$ cat config.mk
export PLATFORM = sky130hd
export DESIGN_NAME = phy_aneg_seq
export DESIGN_NICKNAME = d
export VERILOG_FILES = /design/src/rtl/phy_aneg_pkg.sv /design/src/rtl/phy_aneg_adv.sv /design/src/rtl/phy_aneg_retry.sv /design/src/rtl/phy_aneg_req.sv /design/src/rtl/phy_aneg_seq.sv
export SDC_FILE = /design/constraint.sdc
export NUM_CORES = 1
export LEC_CHECK = 0
export BUFFER_PORTS_ARGS = -buffer_cell sky130_fd_sc_hd__buf_2
export CAP_MARGIN = 30
export CORE_MARGIN = 2
export CORE_UTILIZATION = 35
export CTS_BUF_LIST = sky130_fd_sc_hd__clkbuf_4
export DETAILED_ROUTE_END_ITERATION = 7
export PLACE_DENSITY = 0.63
export SLEW_MARGIN = 20
export SYNTH_ARGS = -nofsm -noshare
export SYNTH_HDL_FRONTEND = slang
export SYNTH_SLANG_ARGS = --single-unit
$ cat constraint.sdc
create_clock -name clk -period 2.2 [get_ports clk]
set_input_delay 0.22 -clock clk [delete_from_list [all_inputs] [get_ports clk]]
set_output_delay 0.22 -clock clk [all_outputs]
set_load 0.02 [all_outputs]
$ cat src/rtl/phy_aneg_pkg.sv
package phy_aneg_pkg;
  localparam int ADDR_W = 5;
  localparam int WORD_W = 16;

  localparam logic [ADDR_W-1:0] RN_CTRL = 5'd0;
  localparam logic [ADDR_W-1:0] RN_STAT = 5'd1;
  localparam logic [ADDR_W-1:0] RN_ADV  = 5'd4;
  localparam logic [ADDR_W-1:0] RN_IRQ  = 5'd18;
  localparam logic [ADDR_W-1:0] RN_MASK = 5'd19;

  localparam logic [WORD_W-1:0] CTRL_RESET   = 16'h8000;
  localparam logic [WORD_W-1:0] CTRL_RESTART = 16'h1200;
  localparam logic [WORD_W-1:0] CTRL_FORCED  = 16'h3300;

  localparam int BIT_RST_BUSY = 15;
  localparam int BIT_COMPLETE = 5;
  localparam int BIT_FAULT    = 4;
  localparam int BIT_SPD_DET  = 7;
  localparam int BIT_DPX_DET  = 6;
  localparam int TECH_N       = 5;
  localparam int CAP_LSB      = 11;
  localparam int ADV_LSB      = 5;

  typedef enum logic [3:0] {
    ST_IDLE, ST_RST_WR, ST_RST_RD, ST_RST_WAIT, ST_IRQ_RD, ST_MASK_WR,
    ST_CAP_RD, ST_ADV_WR, ST_ANEG_WR, ST_POLL_RD, ST_POLL_WAIT, ST_FLT_WR
  } seq_state_t;

  typedef struct packed {
    logic                wr;
    logic [ADDR_W-1:0]   regno;
    logic [WORD_W-1:0]   wdata;
  } mgmt_cmd_t;
endpackage

$ cat src/rtl/phy_aneg_adv.sv
module phy_aneg_adv
  import phy_aneg_pkg::*;
(
  input  logic [TECH_N-1:0] tech_caps,
  output logic [WORD_W-1:0] adv_word
);
  always_comb begin
    adv_word    = '0;
    adv_word[0] = 1'b1;
    for (int i = 0; i < TECH_N; i++) begin
      adv_word[ADV_LSB+i] = tech_caps[i];
    end
  end
endmodule

$ cat src/rtl/phy_aneg_retry.sv
module phy_aneg_retry #(
  parameter int LIMIT = 6
) (
  input  logic clk,
  input  logic rst,
  input  logic clr,
  input  logic inc,
  output logic last
);
  localparam int CW = (LIMIT > 1) ? $clog2(LIMIT) : 1;
  logic [CW-1:0] cnt;

  always_ff @(posedge clk) begin
    if (rst || clr) cnt <= '0;
    else if (inc)   cnt <= cnt + 1'b1;
  end

  assign last = (cnt == CW'(LIMIT - 1));

  assert_retry_bound_R3: assert property (@(posedge clk) disable iff (rst)
    inc |-> !last);
endmodule

$ cat src/rtl/phy_aneg_req.sv
module phy_aneg_req
  import phy_aneg_pkg::*;
(
  input  logic              clk,
  input  logic              rst,
  input  logic              go,
  input  mgmt_cmd_t         cmd,
  input  logic [ADDR_W-1:0] phy_in,
  input  logic              ack,
  output logic              req,
  output logic              wr,
  output logic [ADDR_W-1:0] phy,
  output logic [ADDR_W-1:0] regno,
  output logic [WORD_W-1:0] wdata
);
  mgmt_cmd_t         cmd_q;
  logic [ADDR_W-1:0] phy_q;

  always_ff @(posedge clk) begin
    if (rst) begin
      req   <= 1'b0;
      cmd_q <= '0;
      phy_q <= '0;
    end else if (go) begin
      req   <= 1'b1;
      cmd_q <= cmd;
      phy_q <= phy_in;
    end else if (ack) begin
      req   <= 1'b0;
    end
  end

  assign wr    = cmd_q.wr;
  assign regno = cmd_q.regno;
  assign wdata = cmd_q.wdata;
  assign phy   = phy_q;

  assert_req_hold_R2: assert property (@(posedge clk) disable iff (rst)
    (req && !ack) |=> (req && $stable(cmd_q) && $stable(phy_q)));
endmodule

$ cat src/rtl/phy_aneg_seq.sv
module phy_aneg_seq
  import phy_aneg_pkg::*;
#(
  parameter int                RST_TRIES  = 6,
  parameter int                ANEG_TRIES = 20,
  parameter logic [WORD_W-1:0] IRQ_MASK   = 16'h7F00
) (
  input  logic              clk,
  input  logic              rst,
  input  logic              start,
  input  logic [ADDR_W-1:0] phy_addr,
  input  logic              tick,
  input  logic              mgmt_ack,
  input  logic [WORD_W-1:0] mgmt_rdata,
  output logic              mgmt_req,
  output logic              mgmt_wr,
  output logic [ADDR_W-1:0] mgmt_phy,
  output logic [ADDR_W-1:0] mgmt_reg,
  output logic [WORD_W-1:0] mgmt_wdata,
  output logic              speed,
  output logic              duplex,
  output logic              failed,
  output logic              done
);
  seq_state_t        state;
  logic              pend;
  logic [ADDR_W-1:0] phy_q;
  logic [1:0]        det_q;
  logic [TECH_N-1:0] caps_q;
  logic              flt_q;
  logic [WORD_W-1:0] adv_word;
  mgmt_cmd_t         cmd;
  logic              access, go;
  logic              rst_last, poll_last, rst_inc, poll_inc, cnt_clr;
  logic              rd_busy, rd_cmpl, rd_flt;
  logic              unused_rdata;

  assign unused_rdata = ^{mgmt_rdata[10:8], mgmt_rdata[3:0]};
  assign rd_busy = mgmt_rdata[BIT_RST_BUSY];
  assign rd_cmpl = mgmt_rdata[BIT_COMPLETE];
  assign rd_flt  = mgmt_rdata[BIT_FAULT];

  phy_aneg_adv u_adv (.tech_caps(caps_q), .adv_word(adv_word));

  always_comb begin
    cmd = '0;
    unique case (state)
      ST_RST_WR:  cmd = '{wr: 1'b1, regno: RN_CTRL, wdata: CTRL_RESET};
      ST_RST_RD:  cmd = '{wr: 1'b0, regno: RN_CTRL, wdata: '0};
      ST_IRQ_RD:  cmd = '{wr: 1'b0, regno: RN_IRQ,  wdata: '0};
      ST_MASK_WR: cmd = '{wr: 1'b1, regno: RN_MASK, wdata: IRQ_MASK};
      ST_CAP_RD:  cmd = '{wr: 1'b0, regno: RN_STAT, wdata: '0};
      ST_ADV_WR:  cmd = '{wr: 1'b1, regno: RN_ADV,  wdata: adv_word};
      ST_ANEG_WR: cmd = '{wr: 1'b1, regno: RN_CTRL, wdata: CTRL_RESTART};
      ST_POLL_RD: cmd = '{wr: 1'b0, regno: RN_STAT, wdata: '0};
      ST_FLT_WR:  cmd = '{wr: 1'b1, regno: RN_CTRL, wdata: CTRL_FORCED};
      default:    cmd = '0;
    endcase
  end

  assign access   = !(state inside {ST_IDLE, ST_RST_WAIT, ST_POLL_WAIT});
  assign go       = access && !pend;
  assign cnt_clr  = (state == ST_IDLE);
  assign rst_inc  = (state == ST_RST_RD)  && mgmt_ack && rd_busy && !rst_last;
  assign poll_inc = (state == ST_POLL_RD) && mgmt_ack && !rd_cmpl && !poll_last;

  phy_aneg_retry #(.LIMIT(RST_TRIES)) u_rst_cnt (
    .clk(clk), .rst(rst), .clr(cnt_clr), .inc(rst_inc), .last(rst_last));

  phy_aneg_retry #(.LIMIT(ANEG_TRIES)) u_poll_cnt (
    .clk(clk), .rst(rst), .clr(cnt_clr), .inc(poll_inc), .last(poll_last));

  phy_aneg_req u_req (
    .clk(clk), .rst(rst), .go(go), .cmd(cmd), .phy_in(phy_q), .ack(mgmt_ack),
    .req(mgmt_req), .wr(mgmt_wr), .phy(mgmt_phy), .regno(mgmt_reg),
    .wdata(mgmt_wdata));

  always_ff @(posedge clk) begin
    if (rst) begin
      state  <= ST_IDLE;
      pend   <= 1'b0;
      phy_q  <= '0;
      det_q  <= '0;
      caps_q <= '0;
      flt_q  <= 1'b0;
      speed  <= 1'b0;
      duplex <= 1'b0;
      failed <= 1'b0;
      done   <= 1'b0;
    end else begin
      done <= 1'b0;
      if (go)       pend <= 1'b1;
      if (mgmt_ack) pend <= 1'b0;
      unique case (state)
        ST_IDLE: if (start) begin
          phy_q <= phy_addr;
          state <= ST_RST_WR;
        end
        ST_RST_WR:   if (mgmt_ack) state <= ST_RST_RD;
        ST_RST_RD: if (mgmt_ack) begin
          if (!rd_busy) state <= ST_IRQ_RD;
          else if (rst_last) begin
            state  <= ST_IDLE;
            speed  <= 1'b0;
            duplex <= 1'b0;
            failed <= 1'b1;
            done   <= 1'b1;
          end else state <= ST_RST_WAIT;
        end
        ST_RST_WAIT: if (tick) state <= ST_RST_RD;
        ST_IRQ_RD: if (mgmt_ack) begin
          det_q <= {mgmt_rdata[BIT_SPD_DET], mgmt_rdata[BIT_DPX_DET]};
          state <= ST_MASK_WR;
        end
        ST_MASK_WR: if (mgmt_ack) state <= ST_CAP_RD;
        ST_CAP_RD: if (mgmt_ack) begin
          caps_q <= mgmt_rdata[CAP_LSB +: TECH_N];
          state  <= ST_ADV_WR;
        end
        ST_ADV_WR:  if (mgmt_ack) state <= ST_ANEG_WR;
        ST_ANEG_WR: if (mgmt_ack) state <= ST_POLL_RD;
        ST_POLL_RD: if (mgmt_ack) begin
          flt_q <= rd_flt;
          if (rd_cmpl || poll_last) begin
            state  <= ST_IDLE;
            speed  <= det_q[1];
            duplex <= det_q[0];
            failed <= rd_cmpl ? rd_flt : 1'b1;
            done   <= 1'b1;
          end else state <= ST_POLL_WAIT;
        end
        ST_POLL_WAIT: if (tick) state <= flt_q ? ST_FLT_WR : ST_POLL_RD;
        ST_FLT_WR:    if (mgmt_ack) state <= ST_POLL_RD;
        default:      state <= ST_IDLE;
      endcase
    end
  end

  assert_idle_quiet_R1: assert property (@(posedge clk) disable iff (rst)
    (state == ST_IDLE) |-> !mgmt_req);

  assert_done_pulse_R10: assert property (@(posedge clk) disable iff (rst)
    done |=> !done);

  assert_result_stable_R10: assert property (@(posedge clk) disable iff (rst)
    !done |-> $stable({speed, duplex, failed}));
endmodule

==> results.md, run 1 <==
- Antenna cell count: 0
- Worst Tran Pin Value: 0.579 ns
- Compound-Gate Fraction of Synth Area: 15.3%
- IO buf count: 45
- Global route total overflow: 0
- Multiplexer share of the synthesized area: 9.78%
- Clk Latency, worst-skew pair: 0.36 ns
- CP Cell Sequence: nor4b_2 -> and4_1 -> o21ai_1 -> mux2_4
- Core ar.: 0.00718 mm2
- DR pass1 iterations: 4
- XOR/XNOR Fraction of Synth Area: 1.37%
- Fraction of registers with async set/reset: 0%
- Leakage: 1.23 nW
- Post-synthesis sequential area ratio: 38.4%
- Total I/O pin count: 58
- Critical Path Fanout Max: 18
- Post-synthesis register bit count: 49
- Post-cts sizing count: 0
- # Post-CTS Setup Buffers: 0
- Hold buffer count at cts: 0
- Synthesis Warnings: 0
- Placed cell count: 416
- CTS Buf Count: 5
- Critical path class: flip-flop to flip-flop
- HP Class: primary input to flip-flop
- Row count: 31
- Antenna Nets Post-Route: 0
- DRT iter0 DRCs: 91
- Total track usage: 13.8%
- Ratio of cells with drive above 1 in the final layout: 25.2%
- CTS tree: built
- Most common cell after layout, fill and taps aside: dfxtp_1
- Storage element area: 981 um2
- DR DRC count: 0
- Post-Synth Adder-Cell Area: 1.47%
- Largest family of logic cells by synthesized area: simple AND/OR/NAND/NOR gates
- Non-Filler Instances: 424
- Crit path DAT: 2.17 ns
- Slew Limit Headroom: 61.3%
- H-Tree Depth: 2
- Pwr per Cell Area: 1000 mW/mm2
- Predominant post-synthesis flop cell: dfxtp_1
- Max-cap check violation count: 0
- Max frequency: 528 MHz
- Final Cycle Share: 86.1%
- Final Max Tran Viols: 0
- Layout area overhead: 13.4%
- Minimum clock period: 1.89 ns
- Initial antenna violation count: 0
- Gp weighted congestion: 0.813
- Die area: 0.00801 mm2
- Critical path launch point type: flip-flop
- Final WL: 5390 um
- CP max stage cell: dfxtp_1
- Vias in the first global route: 1824
- Clock Sinks: 49
- Max incr delay on CP: 0.72 ns
- Endpoints failing setup: 0
- Vias: 2049
- CP Capture Type: flip-flop
- Placed wire-length estimate: 3950 um
- Setup TNS: 0 ns
- Final hold vios: 0
- Mean Syn Cell Area: 8.97 um2
- Nets: 353
- Max clock buf depth: 2
- Post-synthesis cell type count: 62
- Die width: 89.5 um
- Most frequent cells in the layout: dfxtp_1, buf_2, nor2_1, a21oi_1, mux2i_1
- Global-route wire length before repair: 8640 um
- Gate Count Post-Synth: 285
- CTS root buf: clkbuf_4
- Vias/cell: 4.83
- Post-synthesis simple-gate area fraction: 24.6%
- Multi-input logic area: 0.00136 mm2
- Die height: 89.5 um
- RSZ-0062 raised after global routing: no
- Critical path required time: 2.47 ns
- Mapped Area: 0.00256 mm2
- Outcome: finished clean
- Clk_skew: 0.0148 ns
- Clock transition at path regs: 0.15 ns
- Fillcell total: 756
- Largest net degree at the start of global routing: 28
- Worst vdd ir: 0.000461 V
- WL per Instance: 12.7 um
- Initial core utilization: 35.6%
- Post-synth EDFFs: 0
==> final cells by class <==
| class | instances | share of cell area, % |
|---|---|---|
| clock buffer | 6 | 1.55 |
| clock inverter | 2 | 0.518 |
| inverter | 10 | 1.29 |
| multi-input combinational | 200 | 47.0 |
| sequential | 49 | 33.8 |
| tap | 99 | 4.27 |
| timing repair buffer | 58 | 11.6 |
==> worst max-delay path, delay by kind of cell, from the launching register on <==
kind,cells,cell delay (ns)
AOI/OAI and AO/OA,1,0.11
DFF,1,0.72
muxes,1,0.31
and+or+nand+nor,2,0.66
==> report_power, final <==
part           internal (W)  switching, W  total, W
registers           0.00101      0.000144   0.00115
logic              0.000604      0.000723   0.00133
clock network      0.000138      0.000293  0.000431
total               0.00175       0.00116   0.00291
==> path summary, 6_finish.rpt <==
path / to / startpoint / cells after the start / slack, ns
setup / recovery: failed$_SDFFE_PP0P_ / state[1]$_SDFFE_PP0P_ / 4 / 0.31
hold / removal: phy_q[0]$_SDFFE_PP0P_ / phy_addr[0] / 3 / 0.09
setup reg to reg: failed$_SDFFE_PP0P_ / state[1]$_SDFFE_PP0P_ / 4 / 0.31
hold reg to reg: phy_q[0]$_SDFFE_PP0P_ / phy_q[0]$_SDFFE_PP0P_ / 2 / 0.47
==> through the flow <==
step | util (%) | instance area [um2] | setup slack, ns | total power [W] | hold slack (ns)
final | 40.4 | 2900 | 0.306 | 0.00291 | 0.0926
after global routing | 40.4 | 2900 | 0.160 | 0.00310 | 0.0760
after CTS | 40.4 | 2900 | 0.294 | 0.00293 | 0.0794
after detailed placement | 39.6 | 2840 | 0.326 | 0.00250 | 0.452
after global placement | 39.6 | 2840 | 0.335 | 0.00248 | 0.445
after floorplan | - | 2570 | 0.615 | 0.00218 | 0.364
==> layer usage <==
metal / part of all wire (%) / vias up / global-route usage, %
li1: - / 1064 / -
met3: 4.2 / 2 / 2.77
met5: 0 / - / 0
met4: 0.91 / 0 / 4.07
met2: 45 / 43 / 22.0
met1: 50 / 940 / 18.8
==> synthesized netlist by cell type, types with 5 or more instances <==
library cell  instances  area, um2
nand2b_1             10       62.6
a31oi_1               6       37.5
nor2b_1               5       31.3
buf_2                 9       45.0
nand2_1              16       60.1
nand3_1              14       70.1
inv_1                10       37.5
nor2_1               29        109
buf_4                12       90.1
a21oi_1              22        110
o21ai_1               5       25.0
mux2i_1              19        190
clkbuf_1              5       18.8
dfxtp_1              49        981
==> cell families (layout without fill, tap and decap cells) <==
family | Yosys count | in the layout
xor gates and xnor gates | 4 | 4
buffers and inverters | 40 | 76
muxes | 23 | 23
and+or+nand+nor | 109 | 109
AOI/OAI and AO/OA | 56 | 56
DFF | 49 | 49
adders and majority gates | 3 | 3
other | 1 | 5
==> sequential cells by signal (all words and copies together) (netlist names) <==
signal and flops:
caps_q 5, u_req.wr 1, failed 1, flt_q 1, duplex 1, state 4, u_rst_cnt.cnt 3, speed 1
done 1, det_q 2, u_req.wdata 10, pend 1, u_req.regno 2, u_poll_cnt.cnt 5, u_req.req 1, u_req.phy 5
phy_q 5
Power figures use the tool's default switching activity.
==> run 2: changes to the inputs <==
- PLACE_DENSITY: 0.63 -> not set
- PLACE_DENSITY_LB_ADDON: not set -> 0.12
==> run 2 against run 1 <==
Against the previous run:
- clock power increased by 55%
- power increased by 8.2%
- cell count decreased by 0.47%
- via count increased by 0.73%
- critical path type unchanged
- largest power group unchanged
==> results.md, run 2 (same netlist as run 1, synthesis figures left out) <==
- Pwr per Cell Area: 1070 mW/mm2
- CP Capture Type: flip-flop
- Final WL: 5650 um
- WL per Instance: 13.4 um
- Outcome: finished clean
- DRT iter0 DRCs: 108
- Total I/O pin count: 58
- Critical path origin: state[3]$_SDFFE_PP0P_
- Largest register FFs: 10
- CTS Buf Count: 5
- IO buf count: 45
- Most common cell after layout, fill and taps aside: dfxtp_1
- Global route hottest layer: met1
- GR met3 Demand/Resource: 2.77%
- Largest net degree at the start of global routing: 24
- Max frequency: 528 MHz
- CP Cell Sequence: and4bb_1 -> nor4b_4 -> nand4_1 -> mux2i_1
- Max-cap check violation count: 0
- CTS root buf: clkbuf_4
- CTS tree: built
- Nets: 351
- Final Max Tran Viols: 0
- Clk Latency, worst-skew pair: 0.37 ns
- Die area: 0.00801 mm2
- Tot Pwr: 0.00314 W
- Storage element area: 981 um2
- Worst vdd ir: 0.000456 V
- Total track usage: 14.8%
- Max clock buf depth: 2
- Vias: 2064
- Global-route wire length before repair: 9210 um
- Critical path launch point type: flip-flop
- Gp weighted congestion: 0.696
- Initial core utilization: 35.6%
- Global route total overflow: 0
- HP Class: primary input to flip-flop
- Row count: 31
- Placed wire-length estimate: 4010 um
- # Post-CTS Setup Buffers: 0
- Max incr delay on CP: 0.66 ns
- Ratio of cells with drive above 1 in the final layout: 24.8%
- Minimum clock period: 1.89 ns
- CP max stage cell: dfxtp_1
- Final Cycle Share: 86.0%
- Worst Tran Pin Value: 0.529 ns
- Clk_skew: 0.00804 ns
- Grt met2 use: 21.8%
- Most frequent cells in the layout: dfxtp_1, buf_2, nor2_1, a21oi_1, mux2i_1
- Setup TNS: 0 ns
- Die height: 89.5 um
- DR pass1 iterations: 4
- Clock transition at path regs: 0.15 ns
- Endpoints failing setup: 0
- RSZ-0062 raised after global routing: no
- Core ar.: 0.00718 mm2
- Die width: 89.5 um
- Fillcell total: 752
- Vias in the first global route: 1858
- Vias/cell: 4.89
- Worst hold slack: 0.0648 ns
- Antenna Nets Post-Route: 0
- Final hold vios: 0
- Global-route track usage on met1: 22.0%
- Critical path class: flip-flop to flip-flop
- Critical path required time: 2.48 ns
- Leakage: 1.25 nW
- H-Tree Depth: 2
- HP Start: mgmt_rdata[6]
- Slew Limit Headroom: 64.4%
- Multi-input logic area: 0.00136 mm2
- Layout area overhead: 14.6%
- Clock Sinks: 49
- Initial antenna violation count: 0
- DR DRC count: 0
- Critical Path Fanout Max: 12
- Crit path DAT: 2.18 ns
- Post-cts sizing count: 0
- Hold buffer count at cts: 0
- RR Startpoint: state[3]$_SDFFE_PP0P_
- Antenna cell count: 0
-- run 2: cell count changes in the layout (fill, tap and decap cells not counted), sizes merged --
cell | previous run | this run
buf | 58 | 56
bufinv | 0 | 2
clkbuf | 6 | 5
clkinvlp | 2 | 0
inv | 10 | 11
-- run 2: area by class of cell --
type | count | share of cell area (%)
multi-input cells | 200 | 46.5
inverters | 10 | 1.28
repair buffers | 56 | 10.9
clock inverters | 3 | 2.35
flip-flops and latches | 49 | 33.5
clock buffers | 5 | 1.28
well taps | 99 | 4.23
-- run 2: worst paths after layout --
check | to | slack, ns | depth (start not counted)
worst max register to register | u_poll_cnt.cnt[3]$_SDFFE_PP0P_ | 0.31 | 4
worst min-delay path | det_q[0]$_SDFFE_PP0P_ | 0.06 | 3
worst max-delay path | u_poll_cnt.cnt[3]$_SDFFE_PP0P_ | 0.31 | 4
worst min register to register | phy_q[0]$_SDFFE_PP0P_ | 0.47 | 2
-- run 2: layer usage --
layer,share of wire (%),up-vias
li1,-,1056
met3,3.0,5
met5,0,-
met2,45,47
met4,0.60,0
met1,52,956
-- run 2: report_power, final --
part / leakage [nW] / internal (W) / total, W / switching (W)
combinational: 0.798 / 0.000597 / 0.00134 / 0.000739
sequential: 0.397 / 0.00101 / 0.00114 / 0.000135
clock: 0.0558 / 0.000358 / 0.000668 / 0.000310
-- run 2: metrics by stage --
stage	setup WS, ns	instance area [um2]	utilization, %	std cells
final	0.307	2930	40.9	422
after global routing	0.116	2930	40.9	422
after CTS	0.288	2930	40.9	422
after detailed placement	0.332	2830	39.4	414
after global placement	0.320	2830	39.4	414
after floorplan	0.615	2570	-	289
-- run 2: worst max-delay path, delay by kind of cell (launching register included) --
| kind | cells | cell delay, ns |
|---|---|---|
| and+or+nand+nor | 3 | 1.01 |
| DFF | 1 | 0.66 |
| muxes | 1 | 0.14 |
